File: src/rtl/hostreg_pkg.sv
package hostreg_pkg;
  localparam int DATA_W  = 8;
  localparam int ID_W    = 32;
  localparam int ID_BYTES = ID_W / DATA_W;

  // control register 1 bit positions (decoded by neighbouring logic)
  localparam int GSR_BIT = 0;
  localparam int RB_BIT  = 5;
  localparam int PRG_BIT = 7;

  // local register offsets
  localparam logic [3:0] OFS_CTRL1   = 4'h0;
  localparam logic [3:0] OFS_CTRL2   = 4'h1;
  localparam logic [3:0] OFS_SCRATCH = 4'h2;
  localparam logic [3:0] OFS_STATUS  = 4'h3;
  localparam logic [3:0] OFS_DATA    = 4'h4;
  localparam logic [3:0] OFS_RBLO    = 4'h5;
  localparam logic [3:0] OFS_RBHI    = 4'h6;
  localparam logic [3:0] OFS_ID0     = 4'h7;
  localparam logic [3:0] OFS_ID3     = 4'hA;

  typedef struct packed {
    logic ctrl1We;
    logic ctrl2We;
    logic scratchWe;
    logic rbLoWe;
    logic rbHiWe;
    logic rdLoad;
  } regStrobes_t;
endpackage

File: src/rtl/hostRegCtrl.sv
module hostRegCtrl
  import hostreg_pkg::*;
#(
  parameter int ADDR_W = 5
) (
  input  logic              clk,
  input  logic              rstN,
  input  logic              wrEn,
  input  logic              rdEn,
  input  logic [ADDR_W-1:0] addr,
  input  logic              rbBitNew,
  input  logic              rbBitNow,
  input  logic              cfgDone,
  output regStrobes_t       strb,
  output logic              rbStart,
  output logic              dataWrStb,
  output logic              userSel,
  output logic              userWe,
  output logic              userRe
);
  localparam int OFS_W = ADDR_W - 1;

  logic             inUser;
  logic [OFS_W-1:0] ofs;
  logic             localWr;

  assign inUser  = addr[ADDR_W-1];
  assign ofs     = addr[OFS_W-1:0];
  assign localWr = wrEn && !inUser;

  always_comb begin
    strb           = '0;
    strb.ctrl1We   = localWr && (ofs == OFS_CTRL1);
    strb.ctrl2We   = localWr && (ofs == OFS_CTRL2);
    strb.scratchWe = localWr && (ofs == OFS_SCRATCH);
    strb.rbLoWe    = localWr && (ofs == OFS_RBLO);
    strb.rbHiWe    = localWr && (ofs == OFS_RBHI);
    strb.rdLoad    = rdEn;
  end

  assign dataWrStb = localWr && (ofs == OFS_DATA);
  assign userSel   = inUser && (wrEn || rdEn);
  assign userWe    = inUser && wrEn;
  assign userRe    = inUser && rdEn;

  // falling edge of the readback bit, qualified by finished configuration
  always_ff @(posedge clk or negedge rstN) begin
    if (!rstN) rbStart <= 1'b0;
    else       rbStart <= strb.ctrl1We && rbBitNow && !rbBitNew && cfgDone;
  end
endmodule

File: src/rtl/hostRegData.sv
module hostRegData
  import hostreg_pkg::*;
#(
  parameter int          ADDR_W = 5,
  parameter logic [31:0] DEV_ID = 32'h1A2B3C4D
) (
  input  logic              clk,
  input  logic              rstN,
  input  regStrobes_t       strb,
  input  logic [ADDR_W-1:0] addr,
  input  logic [DATA_W-1:0] wrData,
  input  logic [DATA_W-1:0] statusIn,
  input  logic [DATA_W-1:0] dataIn,
  input  logic [DATA_W-1:0] userRdData,
  output logic [DATA_W-1:0] rdData,
  output logic              gsrOut,
  output logic              rbReqN,
  output logic              progN,
  output logic [DATA_W-1:0] ctrl2Out,
  output logic [2*DATA_W-1:0] rbAddr
);
  localparam int OFS_W = ADDR_W - 1;

  logic [DATA_W-1:0] scratch, rbLo, rbHi, ctrl1View, readMux;
  logic [DATA_W-1:0] idByte [ID_BYTES];
  logic [1:0]        idSel;
  logic [OFS_W-1:0]  ofs;

  for (genvar g = 0; g < ID_BYTES; g++) begin : g_id
    assign idByte[g] = DEV_ID[g*DATA_W +: DATA_W];
  end

  always_ff @(posedge clk or negedge rstN) begin
    if (!rstN) begin
      gsrOut   <= 1'b0;
      rbReqN   <= 1'b1;
      progN    <= 1'b1;
      ctrl2Out <= '0;
      scratch  <= '0;
      rbLo     <= '0;
      rbHi     <= '0;
    end else begin
      if (strb.ctrl1We) begin
        gsrOut <= wrData[GSR_BIT];
        rbReqN <= wrData[RB_BIT];
        progN  <= wrData[PRG_BIT];
      end
      if (strb.ctrl2We)   ctrl2Out <= wrData;
      if (strb.scratchWe) scratch  <= wrData;
      if (strb.rbLoWe)    rbLo     <= wrData;
      if (strb.rbHiWe)    rbHi     <= wrData;
    end
  end

  assign rbAddr = {rbHi, rbLo};
  assign ofs    = addr[OFS_W-1:0];
  assign idSel  = addr[1:0] + 2'd1;   // 7h..Ah -> byte 0..3

  always_comb begin
    ctrl1View          = '0;
    ctrl1View[GSR_BIT] = gsrOut;
    ctrl1View[RB_BIT]  = rbReqN;
    ctrl1View[PRG_BIT] = progN;
  end

  always_comb begin
    readMux = '0;
    if (addr[ADDR_W-1]) readMux = userRdData;
    else if (ofs >= OFS_ID0 && ofs <= OFS_ID3) readMux = idByte[idSel];
    else begin
      case (ofs)
        OFS_CTRL1:   readMux = ctrl1View;
        OFS_CTRL2:   readMux = ctrl2Out;
        OFS_SCRATCH: readMux = scratch;
        OFS_STATUS:  readMux = statusIn;
        OFS_DATA:    readMux = dataIn;
        OFS_RBLO:    readMux = rbLo;
        OFS_RBHI:    readMux = rbHi;
        default:     readMux = '0;
      endcase
    end
  end

  always_ff @(posedge clk or negedge rstN) begin
    if (!rstN)            rdData <= '0;
    else if (strb.rdLoad) rdData <= readMux;
  end
endmodule

File: src/rtl/hostRegBank.sv
module hostRegBank
  import hostreg_pkg::*;
#(
  parameter int          ADDR_W = 5,
  parameter logic [31:0] DEV_ID = 32'h1A2B3C4D
) (
  input  logic                clk,
  input  logic                rstN,
  input  logic                wrEn,
  input  logic                rdEn,
  input  logic [ADDR_W-1:0]   addr,
  input  logic [DATA_W-1:0]   wrData,
  output logic [DATA_W-1:0]   rdData,
  input  logic [DATA_W-1:0]   statusIn,
  input  logic [DATA_W-1:0]   dataIn,
  input  logic                cfgDone,
  output logic                dataWrStb,
  output logic [DATA_W-1:0]   dataWrByte,
  output logic                gsrOut,
  output logic                rbReqN,
  output logic                rbStart,
  output logic                progN,
  output logic [DATA_W-1:0]   ctrl2Out,
  output logic [2*DATA_W-1:0] rbAddr,
  output logic                userSel,
  output logic                userWe,
  output logic                userRe,
  output logic [ADDR_W-2:0]   userAddr,
  output logic [DATA_W-1:0]   userWrData,
  input  logic [DATA_W-1:0]   userRdData
);
  regStrobes_t strb;

  assign dataWrByte = wrData;
  assign userWrData = wrData;
  assign userAddr   = addr[ADDR_W-2:0];

  hostRegCtrl #(.ADDR_W(ADDR_W)) u_ctrl (
    .clk(clk), .rstN(rstN), .wrEn(wrEn), .rdEn(rdEn), .addr(addr),
    .rbBitNew(wrData[RB_BIT]), .rbBitNow(rbReqN), .cfgDone(cfgDone),
    .strb(strb), .rbStart(rbStart), .dataWrStb(dataWrStb),
    .userSel(userSel), .userWe(userWe), .userRe(userRe)
  );

  hostRegData #(.ADDR_W(ADDR_W), .DEV_ID(DEV_ID)) u_data (
    .clk(clk), .rstN(rstN), .strb(strb), .addr(addr), .wrData(wrData),
    .statusIn(statusIn), .dataIn(dataIn), .userRdData(userRdData),
    .rdData(rdData), .gsrOut(gsrOut), .rbReqN(rbReqN), .progN(progN),
    .ctrl2Out(ctrl2Out), .rbAddr(rbAddr)
  );
endmodule

File: config.mk
export PLATFORM = sky130hd
export DESIGN_NAME = hostRegBank
export DESIGN_NICKNAME = d
export VERILOG_FILES = /design/src/rtl/hostreg_pkg.sv /design/src/rtl/hostRegCtrl.sv /design/src/rtl/hostRegData.sv /design/src/rtl/hostRegBank.sv
export SDC_FILE = /design/constraint.sdc
export NUM_CORES = 1
export LEC_CHECK = 0
export ABC_CLOCK_PERIOD_IN_PS = 1600
export BUFFER_PORTS_ARGS = -buffer_cell sky130_fd_sc_hd__buf_4
export CAP_MARGIN = 20
export CORE_MARGIN = 8
export CORE_UTILIZATION = 25
export DETAILED_ROUTE_END_ITERATION = 8
export SYNTH_ARGS = -nofsm -noshare
export SYNTH_HDL_FRONTEND = slang
export SYNTH_SLANG_ARGS = --single-unit
File: constraint.sdc
create_clock -name clk -period 1.6 [get_ports clk]
set_input_delay 0.48 -clock clk [delete_from_list [all_inputs] [get_ports clk]]
set_output_delay 0.48 -clock clk [all_outputs]
set_load 0.005 [all_outputs]
# Word-level counts from Yosys, hierarchy flattened

Index checks and enable logic that the tools add are counted.

Add/sub/neg operators: 1
Magnitude comparators: 3
Eq/ne operators: 6
Muxes and demuxes: 6
Bitwise gates (word level): 1
Reduce and logical (&&, ||, !) cells: 18

Operators by type and width:

| cell                  | number |
|---|---|
| $pmux W8 S7           | 1 |
| $mux W8               | 4 |
| $bmux W8 S2           | 1 |
| $logic_and A1 B1 Y1   | 14 |
| $eq A4 B3 Y1 const B  | 3 |
| $eq A4 B2 Y1 const B  | 2 |
| $eq A4 B1 Y1 const B  | 1 |
| $ge A4 B3 Y1 const B  | 1 |
| $le A4 B4 Y1 const B  | 1 |
| $logic_not A4 Y1      | 1 |
| $ge A3 B3 Y1 const B  | 1 |
| $not A2 Y3            | 1 |
| $add A2 B1 Y2 const B | 1 |
| $logic_not A1 Y1      | 2 |
| $logic_or A1 B1 Y1    | 1 |

Flip-flop bits (word level): 44
Input port bits: 42
Output and inout port bits: 60
Logic and storage cells: 44

# Logic depth before layout (Yosys ltp)

Gate-level depths: netlist (run 1).

Depth in word-level cells: 7
Mapped depth: 7
Mapped depth without buffers: 6

# Cells and area by module

Synthesis (run 1) repeated with hierarchy kept, for this count alone.

Cells, all modules: 235
Area, all modules: 2597.5 um2

Modules (own cells, without submodules):

| module      | times used | cells each | area each (um2) | sequential area each (um2) |
|---|---|---|---|---|
| hostRegData | 1          | 198        | 2304.7          | 1078.5 |
| hostRegBank | 1          | 20         | 150.1           | 0.0 |
| hostRegCtrl | 1          | 17         | 142.6           | 25.0 |

# Worst setup path after synthesis (run 1)

OpenSTA, ideal clock, no wires.

Kind: input to output
Start: in addr[0]
End: out dataWrStb
Arrival time: 1.216 ns
Data required time: 1.120 ns
Slack: -0.096 ns
Stages on the path: 4
Buffers on the path: 1
Cell sequence: inv_1 > ha_1 > clkbuf_1 > and2_1

Word-level cells in the longest chain between the ends: 2

RTL lines:

| item                | RTL line          | source |
|---|---|---|
| start: declaration  | hostRegBank.sv:11 | `input logic [ADDR_W-1:0] addr,` |
| $eq A4 B3 Y1        | hostRegCtrl.sv:41 | `assign dataWrStb = localWr && (ofs == OFS_DATA);` |
| $logic_and A1 B1 Y1 | hostRegCtrl.sv:41 |  |
| end: declaration    | hostRegBank.sv:17 | `output logic dataWrStb,` |

Every way passes these cells.

# Worst setup path in the final report (run 1)

Start: in addr[3]
End: out dataWrStb

The elaborated chain is that of the path after synthesis.

==> impl_metrics.json, run 1 <==
{
  "status": "finished, violations left",
  "drive_gt1_share_pct": 60.00,
  "vias": 2182,
  "crit_chain": "buf_8, and4bb_2, and2_4, buf_6",
  "avgSynthCellArea_sq_um": 11.01,
  "htree_num_levels": 2,
  "fp.dieH_um": 116.9,
  "setup_violations": 1,
  "io_buffers": 101,
  "grt_max_degree": 45,
  "rows": 37,
  "hpwl_mm": 6.654,
  "floorplan.initialDensity_pct": 25.20,
  "fp.dieArea_sq_um": 13660,
  "drv_slew": 0,
  "coreArea_sq_um": 10090,
  "diodes": 0,
  "area_delta_synth_final_pct": 47.86,
  "worstMarginPinSlew_ns": 0.5603,
  "fin_nets": 394,
  "cts_inserted_buffers": 5,
  "p_leak_nw": 1.800,
  "start_kind": "input pin",
  "synthCells": 231,
  "required_ns": 1.12,
  "nFillCells": 1056,
  "yosys_warnings": 0,
  "routed_via_density": 4.536,
  "hp-class": "in2async",
  "critical_path.max_fanout": 4,
  "ys.flop_type": "dfrtp_1",
  "crit_type": "in2out",
  "wl_per_cell_um": 17.64,
  "clock_skew_ns": 0.009576,
  "hold_viol": 0,
  "clockRootBuffer": "clkbuf_8",
  "critical_path_arrival_ns": 1.13,
  "ant_nets": 0,
  "preCtsSetupSlack_ns": -0.3712,
  "synth-async-reset-ratio_pct": 100.0,
  "ys_ff_latch": 44,
  "grt_pass1_wl_mm": 12.97,
  "clk_pin_slew_ns": 0.08,
  "grt_overflow": 0,
  "setup_ws_ns": -0.008052,
  "power_density_nw_per_um2": 866.2,
  "setup_tns_ns": -0.008052,
  "r2r_setup_slack_ns": 0.20,
  "insertion_delay_ns": 0.30,
  "critical-path-max-stage-delay_ns": 0.30,
  "violations": "negative setup slack",
  "place_area_sq_um": 3520,
  "netlist_area_sq_um": 2544,
  "clock_path_buffers": 2,
  "ys_seq_area_share_pct": 43.38,
  "clock_sinks": 44,
  "grt_usage_pct": 12.47,
  "min_period_ns": 1.608,
  "place.gp.congestion": 0.7684,
  "die_w_um": 116.9,
  "hold_buffers": 0,
  "drv_cap": 0,
  "syn-num-nets": 280,
  "wl_mm": 8.485,
  "antenna_found_initial": 0,
  "r2r_end": "u_data.rdData[5]",
  "fmaxAchievable_ghz": 0.6219,
  "ir_worst_vdd_uv": 347.0,
  "critPathCaptureType": "output port",
  "dr.pass1.iters": 4,
  "total_power_w": 0.003258,
  "cp_slowest_cell": "and4bb_2",
  "rsz0062_at_grt": "yes",
  "drc": 0,
  "synth_edf_count": 0,
  "final_cell_area_sq_um": 3761,
  "cts_tree": "yes",
  "ioPinCount": 102,
  "drt-initial-drc-count": 128,
  "fin_crit_sh_pct": 100.5,
  "synth.distinct_cells": 45,
  "ff2ff_path_depth": 4,
  "r2r_start": "u_data.rbReqN",
  "grt_pass1_vias": 2338,
  "slew_headroom_pct": 62.65
}
-- layout by cell type (no fill, tap or decap), types with 4 or more instances in the layout --
| master | synthesis | final |
|---|---|---|
| nand2_2 | 4 | 4 |
| nand2_1 | 17 | 17 |
| nor2_1 | 6 | 6 |
| clkbuf_8 | 0 | 5 |
| mux2_2 | 38 | 38 |
| o22ai_1 | 4 | 4 |
| mux2i_1 | 4 | 4 |
| nor2b_1 | 4 | 4 |
| a22oi_1 | 7 | 7 |
| buf_4 | 22 | 131 |
| a21oi_1 | 5 | 5 |
| nand2b_1 | 4 | 4 |
| o21ai_0 | 10 | 7 |
| dfrtp_1 | 42 | 42 |
| a31oi_1 | 6 | 6 |
-- critical path, delay by kind of cell --
family | cells | cell delay, ns
buffers and inverters | 2 | 0.19
AND/OR/NAND/NOR | 2 | 0.45
-- cell usage after synthesis, types with 2 or more instances --
master	instances	area [sq um]
dfrtp_1	42	1051
mux2_2	38	427.9
buf_4	22	165.2
nand2_1	17	63.81
o21ai_0	10	50.05
a22oi_1	7	52.55
ha_1	7	87.58
a31oi_1	6	37.54
nor2_1	6	22.52
a21oi_1	5	25.02
buf_2	4	20.02
clkbuf_1	4	15.01
inv_1	4	15.01
mux2i_1	4	40.04
nand2_2	4	25.02
nand2b_1	4	25.02
nor2b_1	4	25.02
o22ai_1	4	25.02
and2_1	3	18.77
nand3b_1	3	22.52
a211oi_1	2	15.01
a221o_1	2	20.02
a221oi_1	2	17.52
a32o_1	2	20.02
and3_1	2	12.51
dfstp_2	2	52.55
nor3_1	2	10.01
o32ai_1	2	17.52
-- flip-flops by register name, summed over array words and instances, names as in the netlist --
signal and flops:
u_data.progN 1, u_data.rbLo 8, u_data.rbReqN 1, u_data.rbHi 8
u_data.ctrl2Out 8, u_data.gsrOut 1, u_data.rdData 8, u_ctrl.rbStart 1
u_data.scratch 8
-- cell families (layout without fill, tap and decap cells) --
group | count (synthesis) | count (layout) | synth area share (%)
simple gates | 54 | 54 | 12.30
xor+xnor | 1 | 1 | 0.3444
fa+ha+maj | 7 | 7 | 3.443
flops | 44 | 44 | 43.38
compound gates | 47 | 47 | 12.79
mux | 43 | 43 | 18.84
buf+inv | 35 | 149 | 8.903
-- per-layer routing --
layer | part of all wire (%) | vias up | track usage [%] | routed length, um
li1 | - | 1050 | - | -
met1 | 40 | 1052 | 14.80 | 3434
met2 | 50 | 74 | 21.06 | 4216
met3 | 9.0 | 6 | 4.310 | 762
met4 | 0.85 | 0 | 3.157 | 72
met5 | 0 | - | 0 | 0
-- worst max path at each step --
stage / startpoint / to / slack (ns)
6_report: addr[3] / dataWrStb / -0.008
3_5_place_dp: addr[1] / u_data.rdData[5] / -0.37
4_1_cts: addr[4] / dataWrStb / -0.006
5_1_grt: addr[3] / dataWrStb / -0.02
2_1_floorplan: addr[0] / u_data.rdData[0] / -0.02
3_3_place_gp: addr[0] / u_data.rdData[7] / -0.31
-- final cells by class --
cell class	instances	area [sq um]	share of cell area, %
Clock buffer	6	72.57	1.929
Clock inverter	1	30.03	0.7984
Inverter	4	15.01	0.3992
Multi-Input combinational cell	152	1282	34.10
Sequential cell	44	1104	29.34
Tap cell	136	170.2	4.524
Timing Repair Buffer	138	1087	28.91
-- per-stage QoR --
stage          instances  utilization (%)  hold slack (ns)
6_report             481            37.27           0.1712
5_1_grt              481            37.27           0.2156
4_1_cts              478            36.71           0.1884
3_5_place_dp         469            34.87           0.4865
3_3_place_gp         469            34.87           0.4781
2_1_floorplan        231                -           0.1844
-- report_power, final --
group / internal (W) / leakage, nW / switching (W) / total, W
logic: 0.000591 / 1.20 / 0.000377 / 0.000968
registers: 0.00131 / 0.552 / 0.000150 / 0.00146
clock network: 0.000458 / 0.0513 / 0.000367 / 0.000825
total: 0.00236 / 1.80 / 0.000894 / 0.00326
-- what timing repair did --
action / 4_1_cts / 5_1_grt
setup buffers: 2 / 3
hold endpoints to repair: 0 / 0
endpoints found under the setup margin: 7 / 8
pin swaps: 3 / 6
resized for setup: 17 / 11
(Power assumes the default switching activity.)
==> inputs of run 2 (changes only) <==
--- a/config.mk
+++ b/config.mk
@@ -11,6 +11,7 @@
 export CORE_MARGIN = 8
 export CORE_UTILIZATION = 25
 export DETAILED_ROUTE_END_ITERATION = 8
+export PLACE_DENSITY = 0.58
 export SYNTH_ARGS = -nofsm -noshare
 export SYNTH_HDL_FRONTEND = slang
 export SYNTH_SLANG_ARGS = --single-unit
==> impl_metrics.json, run 2 (synthesis results as in run 1) <==
{
  "fin_nets": 388,
  "clock_skew_ns": 0.004185,
  "critical_path_arrival_ns": 1.12,
  "area_delta_synth_final_pct": 46.98,
  "crit_type": "in2out",
  "coreArea_sq_um": 10090,
  "ff_latch_area_sq_um": 1104,
  "slew_headroom_pct": 62.71,
  "required_ns": 1.12,
  "nFillCells": 1045,
  "hold_viol": 0,
  "grt_usage_pct": 12.05,
  "total_power_w": 0.003158,
  "grt_pass1_wl_mm": 12.56,
  "setup_violations": 0,
  "clockRootBuffer": "clkbuf_8",
  "mostFrequentLayoutCell": "buf_4",
  "setup_tns_ns": 0,
  "fin_crit_sh_pct": 99.98,
  "grt_max_degree": 45,
  "power_density_nw_per_um2": 844.7,
  "ir_worst_vdd_uv": 379.7,
  "multiInputGateArea_sq_um": 1301,
  "clock_path_buffers": 2,
  "fp.dieArea_sq_um": 13660,
  "fmaxAchievable_ghz": 0.6252,
  "drive_gt1_share_pct": 60.00,
  "cts_tree": "yes",
  "ioPinCount": 102,
  "place_area_sq_um": 3507,
  "p_leak_nw": 1.769,
  "vias": 2129,
  "crit_chain": "buf_8, and4bb_2, and2_4, buf_6",
  "die_w_um": 116.9,
  "grt_overflow": 0,
  "min_period_ns": 1.600,
  "drt-initial-drc-count": 82,
  "antenna_found_initial": 0,
  "final_cell_mix": "buf_4 (124), dfrtp_1 (42), mux2_2 (38)",
  "rsz0062_at_grt": "yes",
  "critical_path.max_fanout": 5,
  "clock_sinks": 44,
  "drv_cap": 0,
  "preCtsSetupSlack_ns": -0.4031,
  "path_delay_family": "simple AND/OR/NAND/NOR gates",
  "dp.cells": 464,
  "start_kind": "input pin",
  "diodes": 0,
  "critPathCaptureType": "output port",
  "final_cell_area_sq_um": 3739,
  "rows": 37,
  "hpwl_mm": 6.514,
  "setup_ws_ns": 0.0003981,
  "worstMarginPinSlew_ns": 0.5594,
  "status": "completed",
  "place.gp.congestion": 0.7891,
  "routed_via_density": 4.473,
  "htree_num_levels": 2,
  "io_buffers": 101,
  "dr.pass1.iters": 4,
  "critical-path-max-stage-delay_ns": 0.30,
  "wl_mm": 8.231,
  "floorplan.initialDensity_pct": 25.20,
  "path_buf_inv": 2,
  "grt_pass1_vias": 2288,
  "drv_slew": 0,
  "cp_slowest_cell": "and4bb_2",
  "insertion_delay_ns": 0.29,
  "fp.dieH_um": 116.9,
  "hp-class": "in2async",
  "drc": 0,
  "clk_pin_slew_ns": 0.08,
  "cts_inserted_buffers": 5,
  "instances_no_fill": 476,
  "wl_per_cell_um": 17.29,
  "ant_nets": 0
}
## run 2: per-layer routing
layer / GRT usage (%) / wire, um
met1: 14.27 / 3446
met2: 21.26 / 4117
met3: 2.719 / 534
met4: 3.584 / 133
met5: 0 / 0
## run 2: cell type report
| class | count | area share (%) |
|---|---|---|
| Multi-Input combinational cell | 152 | 34.81 |
| Sequential cell | 44 | 29.52 |
| Timing Repair Buffer | 132 | 28.21 |
| Tap cell | 136 | 4.552 |
| Clock buffer | 7 | 2.309 |
| Inverter | 4 | 0.4016 |
| Clock inverter | 1 | 0.2008 |
## run 2: final timing paths
path,cells after the start,endpoint,slack (ns),startpoint
worst max-delay path,4,dataWrStb,0.0004,addr[4]
worst min-delay path,1,u_ctrl.rbStart,0.17,rstN
worst max register to register,4,u_data.rdData[5],0.18,u_data.rbReqN
worst min register to register,1,u_data.scratch[1],0.51,u_data.scratch[1]
max in group asynchronous,1,u_data.progN,1.04,rstN
min in group clk,2,u_ctrl.rbStart,0.40,wrData[5]
## run 2: power by group
part           switching, W  total [W]  internal (W)  leakage, nW
Clock              0.000371   0.000722      0.000351       0.0445
Sequential         0.000148    0.00146       0.00131        0.552
Combinational      0.000380   0.000974      0.000594         1.17
Total              0.000898    0.00316       0.00226         1.77
## run 2: stage by stage
stage               hold WS, ns  utilization, %
finish                   0.1721           37.04
global route             0.2090           37.04
CTS                      0.1871           36.47
detailed placement       0.4874           34.75
global placement         0.4750           34.75
floorplan                0.1844               -
## run 2: repair_timing
| action | 4_1_cts | 5_1_grt |
|---|---|---|
| endpoints found under the setup margin | 6 | 12 |
| gates cloned | 0 | 0 |
| setup buffers | 3 | 1 |
| resized for setup | 16 | 11 |
| pin swaps | 5 | 4 |
| hold buffers | 0 | 0 |
